### src/rtl/fpcmp_pkg.sv
package fpcmp_pkg;

    typedef enum logic [1:0] {
        CC_EQ = 2'd0,
        CC_LT = 2'd1,
        CC_GT = 2'd2,
        CC_UO = 2'd3
    } fcc_t;

    // Class order matters: ZERO < FINITE < INF by magnitude.
    typedef enum logic [1:0] {
        CLS_ZERO   = 2'd0,
        CLS_FINITE = 2'd1,
        CLS_INF    = 2'd2,
        CLS_NAN    = 2'd3
    } fclass_t;

    typedef enum logic [2:0] {
        PATH_UNORD = 3'd0,
        PATH_ZEROS = 3'd1,
        PATH_SIGN  = 3'd2,
        PATH_CLASS = 3'd3,
        PATH_INF   = 3'd4,
        PATH_MAG   = 3'd5
    } cmp_path_t;

    localparam int NUM_FIELDS = 4;

    function automatic int field_lsb(input int idx);
        return (idx == 0) ? 10 : 30 + 2 * idx;
    endfunction

endpackage

### src/rtl/fpcmp_classify.sv
module fpcmp_classify #(
    parameter int EXP_W = 8,
    parameter int MAN_W = 23,
    localparam int MAG_W = EXP_W + MAN_W
) (
    input  logic [MAG_W:0]          op,
    output fpcmp_pkg::fclass_t      cls,
    output logic                    sign,
    output logic [MAG_W-1:0]        mag
);
    import fpcmp_pkg::*;

    logic [EXP_W-1:0] expo;
    logic [MAN_W-1:0] frac;
    logic             exp_max;
    logic             exp_zero;
    logic             frac_zero;

    assign sign      = op[MAG_W];
    assign mag       = op[MAG_W-1:0];
    assign expo      = op[MAG_W-1:MAN_W];
    assign frac      = op[MAN_W-1:0];
    assign exp_max   = &expo;
    assign exp_zero  = ~|expo;
    assign frac_zero = ~|frac;

    always_comb begin
        unique case ({exp_max, exp_zero})
            2'b10:   cls = frac_zero ? CLS_INF : CLS_NAN;
            2'b01:   cls = frac_zero ? CLS_ZERO : CLS_FINITE;
            default: cls = CLS_FINITE;
        endcase
    end

    always_comb begin
        p_nan_class_r1: assert ((cls == CLS_NAN) == (exp_max && !frac_zero))
            else $error("NaN classification mismatch");
    end

endmodule

### src/rtl/fpcmp_order.sv
module fpcmp_order #(
    parameter int MAG_W = 31
) (
    input  fpcmp_pkg::fclass_t cls_a,
    input  logic               sign_a,
    input  logic [MAG_W-1:0]   mag_a,
    input  fpcmp_pkg::fclass_t cls_b,
    input  logic               sign_b,
    input  logic [MAG_W-1:0]   mag_b,
    output fpcmp_pkg::fcc_t    cc
);
    import fpcmp_pkg::*;

    cmp_path_t path;

    // smaller: |a| < |b|; neg: both operands negative
    function automatic fcc_t by_magnitude(input logic smaller, input logic neg);
        return (smaller ^ neg) ? CC_LT : CC_GT;
    endfunction

    always_comb begin
        if (cls_a == CLS_NAN || cls_b == CLS_NAN)
            path = PATH_UNORD;
        else if (cls_a == CLS_ZERO && cls_b == CLS_ZERO)
            path = PATH_ZEROS;
        else if (sign_a != sign_b)
            path = PATH_SIGN;
        else if (cls_a != cls_b)
            path = PATH_CLASS;
        else if (cls_a == CLS_INF)
            path = PATH_INF;
        else
            path = PATH_MAG;
    end

    always_comb begin
        unique case (path)
            PATH_UNORD: cc = CC_UO;
            PATH_ZEROS: cc = CC_EQ;
            PATH_SIGN:  cc = sign_a ? CC_LT : CC_GT;
            PATH_CLASS: cc = by_magnitude(cls_a < cls_b, sign_a);
            PATH_INF:   cc = CC_EQ;
            PATH_MAG:   cc = (mag_a == mag_b) ? CC_EQ
                                              : by_magnitude(mag_a < mag_b, sign_a);
            default:    cc = CC_UO;
        endcase
    end

    always_comb begin
        p_nan_unordered_r1: assert (!(cls_a == CLS_NAN || cls_b == CLS_NAN) || cc == CC_UO)
            else $error("NaN operand without unordered code");
        p_zeros_equal_r4: assert (!(cls_a == CLS_ZERO && cls_b == CLS_ZERO) || cc == CC_EQ)
            else $error("two zeros not equal");
        p_sign_split_r5: assert (!(cls_a != CLS_NAN && cls_b != CLS_NAN && sign_a != sign_b
                                   && !(cls_a == CLS_ZERO && cls_b == CLS_ZERO))
                                 || cc == (sign_a ? CC_LT : CC_GT))
            else $error("mixed-sign ordering wrong");
        p_ordered_not_uo_r1: assert (cls_a == CLS_NAN || cls_b == CLS_NAN || cc != CC_UO)
            else $error("unordered code without NaN");
    end

endmodule

### src/rtl/fpcmp_fsr_merge.sv
module fpcmp_fsr_merge #(
    parameter int FSR_W = 64
) (
    input  logic [FSR_W-1:0] fsr_in,
    input  logic [1:0]       fld_idx,
    input  fpcmp_pkg::fcc_t  cc,
    output logic [FSR_W-1:0] fsr_out
);
    import fpcmp_pkg::*;

    logic [1:0]       new_fld [NUM_FIELDS];
    logic [FSR_W-1:0] sel_mask;

    for (genvar g = 0; g < NUM_FIELDS; g++) begin : g_field
        localparam int LSB = field_lsb(g);
        assign new_fld[g] = (fld_idx == 2'(g)) ? cc : fsr_in[LSB +: 2];
    end

    always_comb begin
        fsr_out = fsr_in;
        for (int f = 0; f < NUM_FIELDS; f++) begin
            fsr_out[field_lsb(f) +: 2] = new_fld[f];
        end
    end

    always_comb begin
        sel_mask = '0;
        sel_mask[field_lsb(int'(fld_idx)) +: 2] = 2'b11;
        p_others_kept_r9: assert (((fsr_out ^ fsr_in) & ~sel_mask) == '0)
            else $error("unselected status bits changed");
        p_field_written_r9: assert (fsr_out[field_lsb(int'(fld_idx)) +: 2] == cc)
            else $error("selected field not written");
    end

endmodule

### src/rtl/fpcmp_top.sv
module fpcmp_top #(
    parameter bit  DOUBLE_PREC = 1'b0,
    parameter int  FSR_W       = 64,
    localparam int EXP_W       = DOUBLE_PREC ? 11 : 8,
    localparam int MAN_W       = DOUBLE_PREC ? 52 : 23,
    localparam int MAG_W       = EXP_W + MAN_W,
    localparam int OP_W        = MAG_W + 1
) (
    input  logic             sig_cmp,
    input  logic [1:0]       fld_idx,
    input  logic [OP_W-1:0]  op_a,
    input  logic [OP_W-1:0]  op_b,
    input  logic [FSR_W-1:0] fsr_in,
    output logic [FSR_W-1:0] fsr_out,
    output logic             inv_flag
);
    import fpcmp_pkg::*;

    logic [OP_W-1:0]  ops   [2];
    fclass_t          cls   [2];
    logic             sgn   [2];
    logic [MAG_W-1:0] mag   [2];
    fcc_t             cc;

    assign ops[0] = op_a;
    assign ops[1] = op_b;

    for (genvar g = 0; g < 2; g++) begin : g_cls
        fpcmp_classify #(
            .EXP_W (EXP_W),
            .MAN_W (MAN_W)
        ) u_cls (
            .op   (ops[g]),
            .cls  (cls[g]),
            .sign (sgn[g]),
            .mag  (mag[g])
        );
    end

    fpcmp_order #(
        .MAG_W (MAG_W)
    ) u_order (
        .cls_a  (cls[0]),
        .sign_a (sgn[0]),
        .mag_a  (mag[0]),
        .cls_b  (cls[1]),
        .sign_b (sgn[1]),
        .mag_b  (mag[1]),
        .cc     (cc)
    );

    fpcmp_fsr_merge #(
        .FSR_W (FSR_W)
    ) u_merge (
        .fsr_in  (fsr_in),
        .fld_idx (fld_idx),
        .cc      (cc),
        .fsr_out (fsr_out)
    );

    assign inv_flag = sig_cmp && (cc == CC_UO);

    always_comb begin
        p_inv_on_unord_r2: assert (!(sig_cmp && fsr_out[field_lsb(int'(fld_idx)) +: 2] == 2'd3)
                                   || inv_flag)
            else $error("signalling unordered without invalid flag");
        p_inv_only_unord_r3: assert (!inv_flag
                                     || (sig_cmp && fsr_out[field_lsb(int'(fld_idx)) +: 2] == 2'd3))
            else $error("invalid flag on ordered or quiet compare");
    end

endmodule

### config.mk
export PLATFORM = sky130hd
export DESIGN_NAME = fpcmp_top
export DESIGN_NICKNAME = d
export VERILOG_FILES = /design/src/rtl/fpcmp_pkg.sv /design/src/rtl/fpcmp_classify.sv /design/src/rtl/fpcmp_order.sv /design/src/rtl/fpcmp_fsr_merge.sv /design/src/rtl/fpcmp_top.sv
export SDC_FILE = /design/constraint.sdc
export NUM_CORES = 1
export LEC_CHECK = 0
export BUFFER_PORTS_ARGS = -buffer_cell sky130_fd_sc_hd__buf_2
export CAP_MARGIN = 30
export CORE_AREA = 2 2 76 78
export DETAILED_ROUTE_END_ITERATION = 10
export DIE_AREA = 0 0 78 80
export GPL_ROUTABILITY_DRIVEN = 1
export PLACE_DENSITY = 0.8
export SLEW_MARGIN = 40
export SYNTH_ARGS = -nofsm -noshare
export SYNTH_HDL_FRONTEND = slang
export SYNTH_SLANG_ARGS = --single-unit
### constraint.sdc
create_clock -name vclk -period 12.25
set_input_delay 1.8375 -clock vclk [all_inputs]
set_output_delay 1.8375 -clock vclk [all_outputs]
set_load 0.02 [all_outputs]
==> Yosys cells after proc, flatten, opt, wreduce, memory -nomap -nowiden <==
Index checks and enable logic that the tools add are counted.
Widths: inputs -> output; s select.
{ "word_totals": {"register_bits": 0, "word_cells": 58, "output_inout_bits": 65} }
{ "classes": {"mux": 20, "reduce_logical": 15, "n_lt_le_gt_ge": 2, "n_bitwise": 2, "eq_ne": 19} }
{ "ops": {"columns": ["cell", "count"], "rows": [
  ["$reduce_or 23->1", 2],
  ["$eq 31x31->1", 1],
  ["$lt 31x31->1", 1],
  ["$eq 2x2->1 const B", 8],
  ["$mux 2", 8],
  ["$reduce_and 8->1", 2],
  ["$reduce_or 8->1", 2],
  ["$mux 3", 4],
  ["$pmux 2 s2", 2],
  ["$pmux 2 s4", 1],
  ["$eq 2x1->1 const B", 3],
  ["$eq 3x2->1 const B", 2],
  ["$eq 3x3->1 const B", 2],
  ["$logic_not 2->1", 3],
  ["$mux 1", 5],
  ["$eq 3x1->1 const B", 1],
  ["$logic_and 1x1->1", 2],
  ["$logic_not 1->1", 2],
  ["$lt 2x2->1", 1],
  ["$ne 2x2->1", 1],
  ["$reduce_or 2->1", 1],
  ["$xor 1x1->1", 2],
  ["$logic_or 1x1->1", 1],
  ["$ne 1x1->1", 1]
]} }

==> Depth between registers and ports, before layout <==
{ "logic_depth": {"ltp_word": 15, "depth_mapped": 15, "mapped_depth_nobuf": 15} }

==> Hierarchy <==
A second synthesis with hierarchy kept.
{ "unflattened": {"hier_cells": 317, "area_unflattened_um2": 2283.4} }
{ "modules_own_cells": {"columns": ["module", "area_per_inst_um2", "seq_area_each_um2", "n_inst", "cells_each"], "rows": [
  ["fpcmp_order", 1016.0, 0.0, 1, 146],
  ["fpcmp_classify", 365.4, 0.0, 2, 51],
  ["fpcmp_fsr_merge", 530.5, 0.0, 1, 68],
  ["fpcmp_top", 6.3, 0.0, 1, 1]
]} }

==> Worst setup path before layout <==
No wires, ideal clock.
{ "synth_path": {"path_kind": "input to output", "from": "in op_a[24]", "to": "out fsr_out[32]", "n_path_buf": 0, "t_arrival_ns": 5.098, "setup_slack_ns": 5.315, "t_required_ns": 10.412, "stages": 14, "path_cell_list": "nor4_1 nand2_1 ha_1 nor4_1 and4_1 a21oi_2 inv_1 ha_1 and3_1 a221o_1 a31o_2 mux2i_2 a21oi_1 a211oi_1"} }
{ "synth_between": {"elab_chain_cells": 14} }
{ "synth_rtl": {"columns": ["item", "line", "rtl"], "rows": [
  ["from (decl)", "fpcmp_top.sv:11", "input logic [OP_W-1:0] op_a,"],
  ["$reduce_or 8->1", "fpcmp_classify.sv:24", "assign exp_zero = ~|expo;"],
  ["$logic_not 1->1", "fpcmp_classify.sv:24", null],
  ["$eq 2x1->1 or $eq 2x2->1 (tied branches)", "fpcmp_classify.sv:28", "unique case ({exp_max, exp_zero})"],
  ["$pmux 2 s2", "fpcmp_classify.sv:28", null],
  ["$eq 2x2->1", "fpcmp_order.sv:30", "else if (cls_a == CLS_INF)"],
  ["$mux 1", "fpcmp_order.sv:30", null],
  ["$mux 3", "fpcmp_order.sv:28", "else if (cls_a != cls_b)"],
  ["$mux 3", "fpcmp_order.sv:26", "else if (sign_a != sign_b)"],
  ["$mux 3", "fpcmp_order.sv:24", "else if (cls_a == CLS_ZERO && cls_b == CLS_ZERO)"],
  ["$mux 3", "fpcmp_order.sv:22", "if (cls_a == CLS_NAN || cls_b == CLS_NAN)"],
  ["$eq 3x1->1 or $eq 3x3->1 (tied branches)", "fpcmp_order.sv:37", "unique case (path)"],
  ["$reduce_or 2->1 (no source line)", null, null],
  ["$pmux 2 s4 (*)", "fpcmp_order.sv:37", null],
  ["$mux 2 (*)", "fpcmp_fsr_merge.sv:16", "assign new_fld[g] = (fld_idx == 2'(g)) ? cc : fsr_in[LSB +: 2];"],
  ["to (decl)", "fpcmp_top.sv:14", "output logic [FSR_W-1:0] fsr_out,"]
]} }
Every way passes the cells marked *; elsewhere a longest branch is shown, timed or not.

==> Worst setup path in the final report <==
{ "layout_path": {"from": "in op_a[24]", "to": "out fsr_out[34]"} }
Same word-level chain as after synthesis.

==> results by group <==
Worst setup path
  – Critical Path, Cell by Cell: buf_2 -> nor4_1 -> nand2_1 -> ha_1 -> nor4_1 -> and4_1 -> a21oi_2 -> inv_1 -> ha_1 -> and3_1 -> a221o_1 -> a31o_2 -> mux2i_2 -> a211oi_1 -> a211oi_1 -> buf_2
  – Worst EP arrival: 5.54 ns
  – Crit path max fanout: 8
  – Crit-path max cell delay: 0.37 ns
  – Worst Path Class, Setup: in2out
  – Slowest-stage cell, CP: mux2i_2
  – Critical Path Source Type: input pin
  – CP endpoint: fsr_out[34]
  – Critical Path End Type: primary output
  – Setup crit start: op_a[24]
  – WP data required: 10.41 ns

Place
  – IO Port Bufs: 84
  – Final GP Congestion: 0.866
  – DP Cell Count: 368
  – Placed cell areas: 0.00198 sq mm
  – Post-DP HPWL: 4700 um
  – DP Worst Slack: 4.91 ns

Floorplan
  – Top Ports: 196
  – Core area: 0.00541 sq mm
  – DIE HEIGHT: 80 um
  – # rows: 27
  – Initial core utilization: 35.3%
  – Die X: 78 um
  – Die ar.: 0.00624 sq mm

Yosys
  – Synth warn: 0
  – Area leader, netlist: ha_1
  – Mean Syn Cell Area: 7.08 sq um
  – Commonest cells in the netlist: buf_4, inv_1, ha_1
  – Synthesized instance count: 269
  – Seq/Total Area, Yosys: 0%
  – Distinct cell type count after synthesis: 42
  – Yosys top cell area share: 25.0%
  – Post-Synthesis Net Count: 438
  – Count leader, synth: buf_4
  – Ranking of synthesized cells by area: ha_1, buf_4, inv_1, a21oi_1, nor4_1
  – Synthesized area: 0.00191 sq mm

Pwr
  – Reg power frac: 0%
  – Clk pwr share: 0%
  – Max IR drop VDD: 0.0126 mV
  – Overall Power: 59.8 uW
  – Sw Pwr: 33.5 uW
  – Internal power: 26.4 uW
  – Sw frac: 55.9%
  – P per Cell Area: 30.2 mW/mm^2
  – Combinational share of power: 100.0%
  – Pleak: 1.08 nW

Routing
  – DRT antenna net count: 0
  – DRC Markers: 0
  – Post-Route WL: 5140 um
  – DR vias/cell: 5.27
  – Number of DRC markers in iteration 0: 85
  – Avg WL per Cell: 14.0 um
  – Vias: 1940
  – DRT Pass-1 Iters: 4

Timing
  – Hold_ws: 3.68 ns
  – Final hold violation count: 0
  – RSZ-0062 raised after global routing: no
  – Max Fclk: 136 MHz
  – Time the worst path needs with I/O delays and setup: 7.38 ns
  – Slew @ Worst Pin: 0.478 ns
  – Crit share post-route: 60.2%
  – Final worst setup slack: 4.87 ns
  – Setup TNS: 0 ns
  – Slew Limit Fails: 0
  – Worst relative slew slack: 67.7%
  – # setup viols final: 0

Hold path
  – Worst Hold Class: in2out

Layout
  – Fill cells: 615
  – Sequential cell count: 0
  – Non-Filler Instances: 368
  – Share of cells above drive strength 1: 32.4%
  – Clkbuf count: 0
  – Area growth syn-to-layout: 4.14%
  – Ant. Diodes: 0
  – Final core occ: 36.7%
  – Layout Nets: 467
  – Finished Cell Area: 0.00198 sq mm
  – Reg area: 0 sq um

Clock network
  – Post-CTS Resized: 0
  – Post-CTS setup buffers: 0
  – # hold bufs at CTS: 0

Global routing
  – Grt ovf: 0
  – Initial antenna violation count: 0
  – First-pass GRT wire length: 8560 um
  – Total GRT Usage: 16.2%
  – Vias in the first global route: 1980
  – Pin count of the biggest net entering global routing: 13

Status
  – Status: completed

Job
  – Max_cap viols: 0
==> worst min-delay path by stage <==
stage | start | end | slack, ns | cells after the start
final | fsr_in[13] | fsr_out[13] | 3.68 | 0
after global routing | fsr_in[29] | fsr_out[29] | 3.68 | 0
after CTS | fsr_in[18] | fsr_out[18] | 3.68 | 0
after detailed placement | fsr_in[18] | fsr_out[18] | 3.68 | 0
after global placement | fsr_in[18] | fsr_out[18] | 3.68 | 0
after floorplan | fsr_in[0] | fsr_out[0] | 3.79 | 1
==> cells in the final DEF, fill, tap and decap left out, types with 2 or more instances in the layout <==
cell / count
buf_2: 84
inv_1: 41
ha_1: 38
a21oi_1: 25
nor4_1: 12
nor2_1: 11
nand2_1: 10
nand4_1: 9
a211oi_1: 9
nand3_1: 8
and4_1: 5
nor3_1: 3
a221o_1: 3
o21ai_0: 3
or4_1: 2
a22oi_1: 2
or4_4: 2
a21oi_2: 2
or2_2: 2
a21o_1: 2
a21boi_0: 2
nor2b_1: 2
==> critical path: cells and delay by family <==
| kind | cells | cell delay [ns] |
|---|---|---|
| AOI/OAI and AO/OA | 5 | 1.09 |
| adders and majority gates | 2 | 0.59 |
| buffers and inverters | 3 | 0.42 |
| muxes | 1 | 0.37 |
| and+or+nand+nor | 5 | 1.25 |
==> power groups by stage <==
stage	combinational (mW)	sequential [mW]	clock, mW
finish	0.0598	0	0
global route	0.0682	0	0
CTS	0.0602	0	0
detailed placement	0.0598	0	0
global placement	0.0579	0	0
floorplan	0.0605	0	0
==> layer usage <==
| metal | vias up | GRT usage, % | routed length, um |
|---|---|---|---|
| li1 | 976 | - | - |
| met1 | 874 | 19.5 | 2230 |
| met2 | 76 | 31.0 | 2530 |
| met3 | 14 | 1.58 | 273 |
| met4 | 0 | 2.98 | 107 |
| met5 | - | 0 | 0 |
==> cell type report <==
class	instances	area, sq um	share of cell area (%)
Timing Repair Buffer	84	420	21.2
Multi-Input combinational cell	171	1320	66.5
Inverter	41	154	7.76
Tap cell	72	90.1	4.54
==> cell families after synthesis <==
logic type	count (synthesis)	synth area share [%]
AND/OR/NAND/NOR	71	21.7
AO/OA/AOI/OAI	59	20.9
adder cells (fa/ha/maj)	38	25.0
multiplexers	2	1.31
XOR/XNOR	1	0.460
buffers and inverters	98	30.7
(Power assumes the default switching activity.)
